File: config.mk
export PLATFORM = sky130hd
export DESIGN_NAME = qor_recover
export DESIGN_NICKNAME = d
export VERILOG_FILES = /design/src/rtl/qor_pkg.sv /design/src/rtl/qor_sync.sv /design/src/rtl/qor_edges.sv /design/src/rtl/qor_pick.sv /design/src/rtl/qor_recover.sv
export SDC_FILE = /design/constraint.sdc
export NUM_CORES = 1
export LEC_CHECK = 0
export ABC_AREA = 1
export ABC_CLOCK_PERIOD_IN_PS = 4600
export CAP_MARGIN = 25
export CELL_PAD_IN_SITES_DETAIL_PLACEMENT = 1
export CELL_PAD_IN_SITES_GLOBAL_PLACEMENT = 1
export CORE_AREA = 2 2 51 53
export DETAILED_ROUTE_END_ITERATION = 16
export DIE_AREA = 0 0 53 55
export MAX_ROUTING_LAYER = met4
export PLACE_DENSITY = 0.67
export SYNTH_ARGS = -nofsm -noshare
export SYNTH_HDL_FRONTEND = slang
export SYNTH_SLANG_ARGS = --single-unit
File: constraint.sdc
create_clock -name clk -period 4.6 [get_ports clk]
set_clock_uncertainty 0.2 [all_clocks]
set_input_delay 0.92 -clock clk [delete_from_list [all_inputs] [get_ports clk]]
set_output_delay 0.92 -clock clk [all_outputs]
set_load 0.05 [all_outputs]
File: src/rtl/qor_pkg.sv
package qor_pkg;
  localparam int unsigned NPH = 4;
  typedef logic [1:0] phase_t;
  localparam phase_t PH_FIRST = 2'd0;
  localparam phase_t PH_LAST  = 2'd3;
  localparam phase_t PH_HALF  = 2'd2;
endpackage

File: src/rtl/qor_sync.sv
module qor_sync #(
  parameter int unsigned STAGES = 2,
  parameter int unsigned LANES  = 4
) (
  input  logic             clk,
  input  logic             rst,
  input  logic [LANES-1:0] d,
  output logic [LANES-1:0] q
);
  logic [LANES-1:0] chain [STAGES];

  always_ff @(posedge clk) begin
    if (rst) begin
      for (int s = 0; s < STAGES; s++) chain[s] <= '0;
    end else begin
      chain[0] <= d;
      for (int s = 1; s < STAGES; s++) chain[s] <= chain[s-1];
    end
  end

  assign q = chain[STAGES-1];
endmodule

File: src/rtl/qor_edges.sv
module qor_edges #(
  parameter int unsigned LANES = 4
) (
  input  logic             clk,
  input  logic             rst,
  input  logic [LANES-1:0] smp,
  output logic [LANES-1:0] edges
);
  logic tail_q;

  // last sample of the previous word, for the boundary-crossing pair
  always_ff @(posedge clk) begin
    if (rst) tail_q <= 1'b0;
    else     tail_q <= smp[LANES-1];
  end

  for (genvar k = 0; k < LANES; k++) begin : g_quarter
    if (k == 0) begin : g_wrap
      assign edges[k] = tail_q ^ smp[0];
    end else begin : g_inner
      assign edges[k] = smp[k-1] ^ smp[k];
    end
  end
endmodule

File: src/rtl/qor_pick.sv
module qor_pick
  import qor_pkg::*;
(
  input  logic       clk,
  input  logic       rst,
  input  logic [3:0] smp,
  input  logic [3:0] edges,
  output logic [1:0] bit_o,
  output logic [1:0] vld_o
);
  phase_t     phase_q, phase_n;
  phase_t     hit_idx;
  int unsigned hit_cnt;
  logic [1:0] bit_n, vld_n;
  logic       slip_back, slip_fwd;

  always_comb begin
    hit_cnt = 0;
    hit_idx = PH_FIRST;
    for (int k = 0; k < NPH; k++) begin
      if (edges[k]) begin
        hit_cnt = hit_cnt + 1;
        hit_idx = phase_t'(k);
      end
    end
    phase_n = phase_q;
    if (hit_cnt == 1) phase_n = hit_idx + PH_HALF;
    slip_back = (phase_q == PH_LAST)  && (phase_n == PH_FIRST);
    slip_fwd  = (phase_q == PH_FIRST) && (phase_n == PH_LAST);
    if (slip_back) begin
      vld_n = 2'b00;
      bit_n = 2'b00;
    end else if (slip_fwd) begin
      vld_n = 2'b11;
      bit_n = {smp[PH_LAST], smp[PH_FIRST]};
    end else begin
      vld_n = 2'b01;
      bit_n = {1'b0, smp[phase_n]};
    end
  end

  always_ff @(posedge clk) begin
    if (rst) begin
      phase_q <= PH_FIRST;
      vld_o   <= 2'b00;
      bit_o   <= 2'b00;
    end else begin
      phase_q <= phase_n;
      vld_o   <= vld_n;
      bit_o   <= bit_n;
    end
  end

  p_single_move_r4: assert property (@(posedge clk) disable iff (rst)
    (edges == 4'b0001) |=> (phase_q == PH_HALF));
  p_quiet_hold_r5: assert property (@(posedge clk) disable iff (rst)
    (edges == 4'b0000) |=> $stable(phase_q));
  p_multi_hold_r6: assert property (@(posedge clk) disable iff (rst)
    ($countones(edges) > 1) |=> $stable(phase_q));
  p_wrap_drop_r7: assert property (@(posedge clk) disable iff (rst)
    (phase_q == PH_LAST && edges == 4'b0100) |=> (vld_o == 2'b00));
  p_wrap_double_r8: assert property (@(posedge clk) disable iff (rst)
    (phase_q == PH_FIRST && edges == 4'b0010) |=> (vld_o == 2'b11));
  p_mask_legal_r10: assert property (@(posedge clk) disable iff (rst)
    vld_o != 2'b10);
endmodule

File: src/rtl/qor_recover.sv
module qor_recover
  import qor_pkg::*;
#(
  parameter int unsigned SYNC_STAGES = 2
) (
  input  logic       clk,
  input  logic       rst,
  input  logic [3:0] samp_i,
  output logic [1:0] bit_o,
  output logic [1:0] bit_vld_o
);
  localparam int unsigned LANES = NPH;

  logic [LANES-1:0] smp_s;
  logic [LANES-1:0] edges;

  qor_sync #(.STAGES(SYNC_STAGES), .LANES(LANES)) u_sync (
    .clk (clk),
    .rst (rst),
    .d   (samp_i),
    .q   (smp_s)
  );

  qor_edges #(.LANES(LANES)) u_edges (
    .clk   (clk),
    .rst   (rst),
    .smp   (smp_s),
    .edges (edges)
  );

  qor_pick u_pick (
    .clk   (clk),
    .rst   (rst),
    .smp   (smp_s),
    .edges (edges),
    .bit_o (bit_o),
    .vld_o (bit_vld_o)
  );
endmodule

=== Word-level counts from Yosys, hierarchy flattened ===
Memory sizes are Yosys's and may differ from the RTL's.
Cells that the tools add are included.

* Flip-flop bits (word level): 7
* RAM bits: 8
* Bits of input ports: 6
* Logic and storage cells: 44
* Memories: 1

{| class="wikitable"
|+ Memory list
! name !! words !! width !! read ports !! clocked after memory_dff !! write ports !! RTL line !! text
|-
| u_sync.chain || 2 || 4 || 2 || 0 || 2 || qor_sync.sv:10 || <nowiki>logic [LANES-1:0] chain [STAGES];</nowiki>
|}

* $add $sub $neg: 4
* Order comparisons: 1
* Eq/ne operators: 3
* Muxes and demuxes: 17
* Bitwise gates (word level): 7
* Reductions and logical operators: 6

{| class="wikitable"
|+ Operators by type and width
! cell !! number
|-
| $mux 32 || 3
|-
| $add 32x1->32 const B || 2
|-
| $eq 32x1->1 const B || 1
|-
| $mux 2 || 4
|-
| $mux 4 || 2
|-
| $mux 1 || 7
|-
| $eq 2x2->1 const B || 2
|-
| $logic_not 2->1 || 2
|-
| $xor 1x1->1 || 4
|-
| $lt 2x3->1 const B || 1
|-
| $reduce_or 3->1 || 1
|-
| $add 1x1->2 const B || 1
|-
| $add 2x2->2 const B || 1
|-
| $bmux 1 s2 || 1
|-
| $logic_and 1x1->1 || 2
|-
| $or 1x1->1 || 2
|-
| $reduce_or 2->1 || 1
|-
| $not 1->1 || 1
|}

=== Depth between registers and ports, before layout ===
Gate-level depths: netlist of the first run.
An unclocked memory read counts as a cell.

* Depth in word-level cells: 15
* Gate-level depth with buffers: 18
* Depth with buffers taken out: 18

=== Hierarchy ===
Synthesis of the first run repeated with hierarchy kept, for this count alone.

* Cells, all modules: 116
* Area, all modules: 814.5 µm²

{| class="wikitable"
|+ By module, submodules not included
! module !! times used !! cells an instance !! area each (µm²)
|-
| qor_pick || 1 || 68 || 465.4
|-
| qor_sync || 1 || 29 || 261.5
|-
| qor_edges || 1 || 19 || 87.6
|}

=== Worst setup path after synthesis of the first run ===
No wires, ideal clock.

* Kind: reg2reg
* Start point: memory u_sync.chain[1][1] (netlist: u_sync.chain[0][5])
* End point: register u_pick.bit_o[0]
* Library setup time: 114 ps
* Arrival: 2134 ps
* Slack: 2152 ps
* Cell stages (with the launch flop): 18
* Path through: dfxtp_1 xor2_1 ha_1 inv_1 nand3_1 nand2_1 inv_1 ha_1 nor2_1 nand2_1 o21ai_4 nand3_1 nand2_2 nand3b_2 nand2_2 inv_2 nand2_2 nor2_2

{| class="wikitable"
|+ RTL lines
! what !! RTL line !! text
|-
| start, declared || qor_sync.sv:10 ||
|-
| end signal, assigned || qor_pick.sv:50 || <nowiki>bit_o <= bit_n;</nowiki>
|-
| end, declared || qor_pick.sv:8 || <nowiki>output logic [1:0] bit_o,</nowiki>
|}

==> results of run 1 <==
flip-flops by register name (all words and copies together) (netlist names):
| signal | flops |
|---|---|
| u_sync.chain | 8 |
| u_pick.bit_o | 2 |
| u_pick.phase_q | 2 |
| u_pick.vld_o | 2 |
| u_edges.tail_q | 1 |
placed cells by master, fill, tap and decap left out, drive strengths merged:
master and instances:
a21oi 2, clkbuf 3, clkdlybuf4s50 9, clkinv 1, dfxtp 15, ha 3, inv 25, nand2 29
nand3 10, nand3b 1, nand4 2, nor2 15, nor3 2, o21ai 2, xnor2 1, xor2 3
worst max-delay path, delay by kind of cell, from the launching register on:
| kind | cells | cell delay (ns) |
|---|---|---|
| xor+xnor | 1 | 0.28 |
| buf+inv | 2 | 0.10 |
| fa+ha+maj | 2 | 0.58 |
| simple gates | 7 | 0.61 |
| compound gates | 3 | 0.47 |
| flops | 1 | 0.38 |
cell families after synthesis:
logic type,after synthesis,synth area share
buffers and inverters,27,0.136
flip-flops,15,0.374
XOR/XNOR,4,0.0531
AND/OR/NAND/NOR,59,0.351
AO/OA/AOI/OAI,4,0.0390
adder cells (fa/ha/maj),3,0.0468
layout make-up:
type,count,area [um2]
timing repair buffer,9,90.1
inverter,25,93.8
fill,313,1420
multi-input combinational,70,393
tap,30,37.5
sequential,15,300
clock inverter,1,5.00
clock buffer,3,22.5
layer usage:
metal,vias up,global-route usage
met5,-,-
met4,0,0.0855
met3,4,0.0242
met2,10,0.233
met1,312,0.131
li1,355,-
path summary, 6_finish.rpt:
kind                                                 endpoint  slack, ns  depth (start not counted)
worst min-delay path            u_sync.chain[0][6]$_SDFF_PP0_       0.21                          2
worst max-delay path               u_pick.bit_o[0]$_SDFF_PP0_       1.89                         15
worst max register to register     u_pick.bit_o[0]$_SDFF_PP0_       1.89                         15
worst min register to register  u_sync.chain[0][6]$_SDFF_PP0_       0.21                          2
through the flow:
step | utilization | instances | hold slack [ns] | power, W | area, um2
2_1_floorplan | - | 112 | 0.188 | 0.000227 | 802
3_3_place_gp | 0.387 | 149 | 0.192 | 0.000248 | 915
3_5_place_dp | 0.387 | 149 | 0.200 | 0.000252 | 915
4_1_cts | 0.398 | 153 | 0.211 | 0.000328 | 942
5_1_grt | 0.398 | 153 | 0.239 | 0.000348 | 942
6_report | 0.398 | 153 | 0.207 | 0.000322 | 942
where the power goes:
group          total [W]  internal (W)  switching, W
sequential      0.000147      0.000140    0.00000698
combinational  0.0000995     0.0000364     0.0000631
clock          0.0000750     0.0000323     0.0000427
==> results by group, run 1 <==
Logic synthesis
  • Distinct cells, synth: 21
  • Most used DFF post-synth: dfxtp_1
  • Mapped Cells: roughly 110
  • Synth top area cells: dfxtp_1 (37%), inv_1 (11%), nand2_1 (8.9%), nand2_2 (7.0%), nor2_1 (6.6%)
  • Syn Nets: approximately 120
  • Netlist Area Pre-Place: ~800 um2
  • Top-area cell type share of the netlist area: 0.374
  • EDFF count, synth: 0
  • Synth warnings: 0
  • Post-synthesis sequential area ratio: 0.374
  • Yosys top cell by area: dfxtp_1
  • Mapped Avg Cell Area: 7.16 um2
  • Register bit total from synthesis: 15
  • Top cells by count, synth: inv_1 (23), nand2_1 (19), dfxtp_1 (15), nor2_1 (14), nand3_1 (10)
  • Count leader, synth: inv_1
  • Async SR Flop Fraction: 0

Clock network
  • Resize count post-CTS: 0
  • Clk sinks: 15
  • Clock buffer depth: 2
  • Clock root buffer: clkbuf_4
  • Hold buffer count at CTS: 0
  • CTS tree: done
  • Clock transition at path regs: about 0.090 ns
  • H-tree Lvls: 1
  • Num CTS Buffers: 3
  • Setup bufs post-CTS: 0
  • Clock latency on the worst-skew pair: around 0.29 ns

Setup path
  • Crit path required time: 4.60 ns
  • Reg2reg start: u_sync.chain[0][5]$_SDFF_PP0_
  • Worst path arrival time: 2.71 ns
  • Critical path class: register to register
  • Worst Setup SP: u_sync.chain[0][5]$_SDFF_PP0_
  • Worst-path fanout max: 5
  • CP cell instances: xor2_1 -> ha_1 -> inv_1 -> nand3_1 -> nand2_1 -> inv_1 -> ha_1 -> nor2_1 -> nand2_1 -> o21ai_4 -> nand2_4 -> o21ai_0 -> nand3_1 -> a21oi_1 -> nor2_2
  • Slowest CP cell: dfxtp_1
  • Nature of the critical path endpoint: register
  • Worst Setup Start Kind: register
  • Worst path max stage delay: 0.38 ns

Pwr
  • VDD IR-drop max: 0.183 mV
  • Leak: around 0.48 nW
  • Power per cell area: between 300 and 400 nW/um2

Min path
  • Worst hold start: u_sync.chain[0][2]$_SDFF_PP0_
  • Worst min path class: register to register

Timing
  • Relative slew slack: 0.659
  • RSZ-0062 raised after global routing: false
  • Post-route setup slack: between 1.5 and 2 ns
  • Period utilization: 0.590
  • Fin Setup TNS: 0 ns
  • Tmin final: ~2.7 ns
  • Final Hold Viols: 0
  • Max Clk Rate: ~370 MHz
  • Final setup viols: 0
  • Max-slew violations: 0
  • Worst-Margin Slew: slightly above 0.5 ns

Detailed routing
  • DR top layer: met4
  • Routed WL per cell: around 10 um
  • DRT iter0 DRCs: 7
  • Final antenna-violating net count: 0
  • Via/cell ratio: 4.45
  • DRC viols: 0
  • DR vias: about 680
  • Met3 WL: 41 um
  • Drt pass-1 iters: 4
  • Final Routed Wirelength: 1530 um
  • Metal2 WL: approximately 790 um
  • WL met1: 665 um

Layout
  • P&R area growth vs syn: 17.5%
  • N_diodes: 0
  • Layout cells sized above 1: 0.163
  • Final nets: 133

Floorplan
  • FP Rows: 18
  • Initial Util: 0.339
  • Full die area: 2920 um2
  • Core Area: around 2400 um2
  • Die Ht: approximately 55 um
  • Num ports: 10
  • Die W: about 53 um

Place
  • Worst slack at placement: 1.86 ns
  • Hpwl dp: around 1300 um
  • Gpl congestion: roughly 0.78
  • Number of port buffers: 9

Global routing
  • Initial antenna violation count: 0
  • Grt ovf: 0
  • Vias in the first global route: 650
  • First-pass GRT wire length: about 2600 um
  • Total track usage: 0.130
  • Largest net degree at the start of global routing: 13

Flow run
  • Max-cap violations: 0

Status
  • Status: completed
(Power assumes the default switching activity.)
==> inputs of run 2 (changes only) <==
ABC_CLOCK_PERIOD_IN_PS = 2200   (was 4600)
CORE_AREA = 2 2 52 54   (was 2 2 51 53)
DIE_AREA = 0 0 54 56   (was 0 0 53 55)
PLACE_DENSITY = 0.68   (was 0.67)
clock period = 2.2 ns   (was 4.6 ns; I/O delays follow)
==> run 2 against run 1 <==
- the run now ends with setup timing left
- global-route usage is 3.9 points higher
- non-clock buffer count is 21 higher
- sequential cell count stayed put
- cell count is 14% higher
- routed wire length is 48% higher
- largest cell class unchanged
==> results by group, run 2 (synthesized netlist as in run 1, its figures left out) <==
Clock network
  • Clk sinks: 15
  • Clock root buffer: clkbuf_4
  • CTS tree: done
  • Num CTS Buffers: 3
  • Clock latency on the worst-skew pair: approximately 0.28 ns
  • Clock transition at path regs: around 0.09 ns
  • H-tree Lvls: 1
  • Clock buffer depth: 2
  • Hold buffer count at CTS: 0

Setup path
  • Nature of the critical path endpoint: register
  • Worst path arrival time: around 2.6 ns
  • Crit path required time: between 2 and 2.5 ns
  • Reg2reg end: u_pick.bit_o[1]$_SDFF_PP0_
  • Worst reg-to-reg path cell count: 16
  • Most used cell, CP: nand2_4
  • WP buf/inv: 2
  • CP cell instances: xor2_2 -> ha_1 -> inv_1 -> nand3_2 -> nand2_2 -> inv_2 -> ha_4 -> nor2_4 -> nand2_4 -> o21ai_4 -> nand2_4 -> nand2_4 -> nand2_4 -> nand3b_4 -> nand2_4 -> nor3_2
  • Slowest CP cell: dfxtp_4
  • Worst Setup SP: u_sync.chain[0][4]$_SDFF_PP0_
  • CP delay by family, top: simple AND/OR/NAND/NOR gates
  • R2r setup slk: -0.43 ns
  • Reg2reg start: u_sync.chain[0][4]$_SDFF_PP0_
  • Worst-path fanout max: 5
  • Worst path max stage delay: 0.37 ns
  • Critical path class: register to register
  • Worst Setup Start Kind: register

Global routing
  • Grt ovf: 0
  • Largest net degree at the start of global routing: 12
  • First-pass GRT wire length: roughly 3700 um
  • Vias in the first global route: 869
  • Initial antenna violation count: 0
  • Total track usage: 0.169

Detailed routing
  • Drt pass-1 iters: 3
  • DRT iter0 DRCs: 10
  • DRC viols: 0
  • Final Routed Wirelength: 2260 um
  • Via/cell ratio: between 4 and 5
  • DR vias: about 800
  • Routed WL per cell: 13.0 um
  • Final antenna-violating net count: 0

Timing
  • Post-route setup slack: -0.427 ns
  • Final setup viols: 6
  • Period utilization: 1.19
  • Relative slew slack: 0.635
  • Tmin final: 2.63 ns
  • Final Hold Viols: 0
  • Min Hold Slack: between 0.15 and 0.2 ns
  • Max-slew violations: 0
  • Max Clk Rate: roughly 380 MHz
  • RSZ-0062 raised after global routing: true
  • Worst-Margin Slew: between 0.5 and 0.6 ns

Place
  • Gpl congestion: between 0.7 and 0.8
  • Number of port buffers: 9
  • Placed cell areas: roughly 1000 um2
  • Hpwl dp: ~1400 um

Floorplan
  • Initial Util: 0.330
  • Die Ht: between 50 and 60 um
  • Full die area: 3020 um2
  • FP Rows: 18
  • Die W: roughly 54 um
  • Num ports: 10
  • Core Area: around 2400 um2

Pwr
  • Leak: approximately 0.63 nW
  • VDD IR-drop max: between 0.5 and 0.6 mV
  • Power per cell area: between 600 and 700 nW/um2

Layout
  • Layout cells sized above 1: 0.465
  • Commonest non-fill, non-tap cell in the layout: inv_1
  • Most frequent cells in the layout: inv_1 (22), buf_4 (16), nand2_1 (13)
  • Non-Filler Cell Area, Final: 1290 um2
  • N_diodes: 0
  • Max FFs per register: 8
  • Final nets: ~150
  • Largest register by flop count: u_sync.chain
  • P&R area growth vs syn: 61.3%

Min path
  • Worst min path class: register to register
  • Worst hold start: u_sync.chain[0][0]$_SDFF_PP0_
  • WHS Path Cells: 2
  • Hold EP: u_sync.chain[0][4]$_SDFF_PP0_

Flow run
  • Max-cap violations: 0

Status
  • Failing checks: setup timing
  • Status: finished, violations left
## run 2: cell types whose count changed in the layout (fill, tap and decap cells not counted), sizes merged
| cell | delta |
|---|---|
| buf | +21 |
## run 2: metal layers
metal | track usage | wire length [um] | up-vias
met1 | 0.185 | 881 | 388
met5 | - | 0 | -
li1 | - | - | 396
met2 | 0.298 | 1300 | 12
met4 | 0.0679 | 36 | 0
met3 | 0.0215 | 47 | 8
## run 2: tightest hold or removal path: cells and delay by family (launching register included)
family / cells / cell delay (ns)
flops: 1 / 0.30
buf+inv: 1 / 0.04
simple gates: 1 / 0.03
## run 2: how the worst max path moves through the flow
stage	end	slack [ns]	cells past startpoint
2_1_floorplan	u_pick.bit_o[0]$_SDFF_PP0_	-0.15	16
3_3_place_gp	u_pick.bit_o[0]$_SDFF_PP0_	-0.36	15
3_5_place_dp	u_pick.bit_o[0]$_SDFF_PP0_	-0.48	15
5_1_grt	u_pick.bit_o[1]$_SDFF_PP0_	-0.55	16
6_report	u_pick.bit_o[1]$_SDFF_PP0_	-0.43	16
4_1_cts	u_pick.bit_o[0]$_SDFF_PP0_	-0.36	15
## run 2: cell type report
class	count	area (um2)
timing repair buffer	30	267
clock buffer	3	22.5
sequential	15	307
fill	304	1140
tap	30	37.5
inverter	25	93.8
clock inverter	1	5.00
multi-input combinational	70	562
## run 2: stage by stage
stage	cells	TNS, ns	worst slack (ns)	util	total power, W
floorplan	112	-0.429	-0.150	-	0.000493
finish	174	-2.05	-0.427	0.532	0.000861
detailed placement	161	-2.40	-0.478	0.427	0.000578
global route	174	-2.68	-0.548	0.532	0.000922
global placement	161	-1.71	-0.361	0.427	0.000570
CTS	172	-1.63	-0.360	0.506	0.000819
## run 2: repair_timing
item                       in CTS  in global routing
pin swaps                      19                 16
setup buffers                   8                  3
setup endpoints to repair       6                  6
gates resized for setup        25                 11
## run 2: power breakdown
part           total (W)  internal (W)  switching, W
registers       0.000310      0.000293     0.0000178
clock network   0.000151     0.0000674     0.0000839
logic           0.000400      0.000177      0.000222
total           0.000861      0.000537      0.000324
==> inputs of run 3 (changes only) <==
ABC_CLOCK_PERIOD_IN_PS = not set   (was 2200)
==> results of run 3 <==
The final DEF is identical to that of run 2; final timing and power are the same.
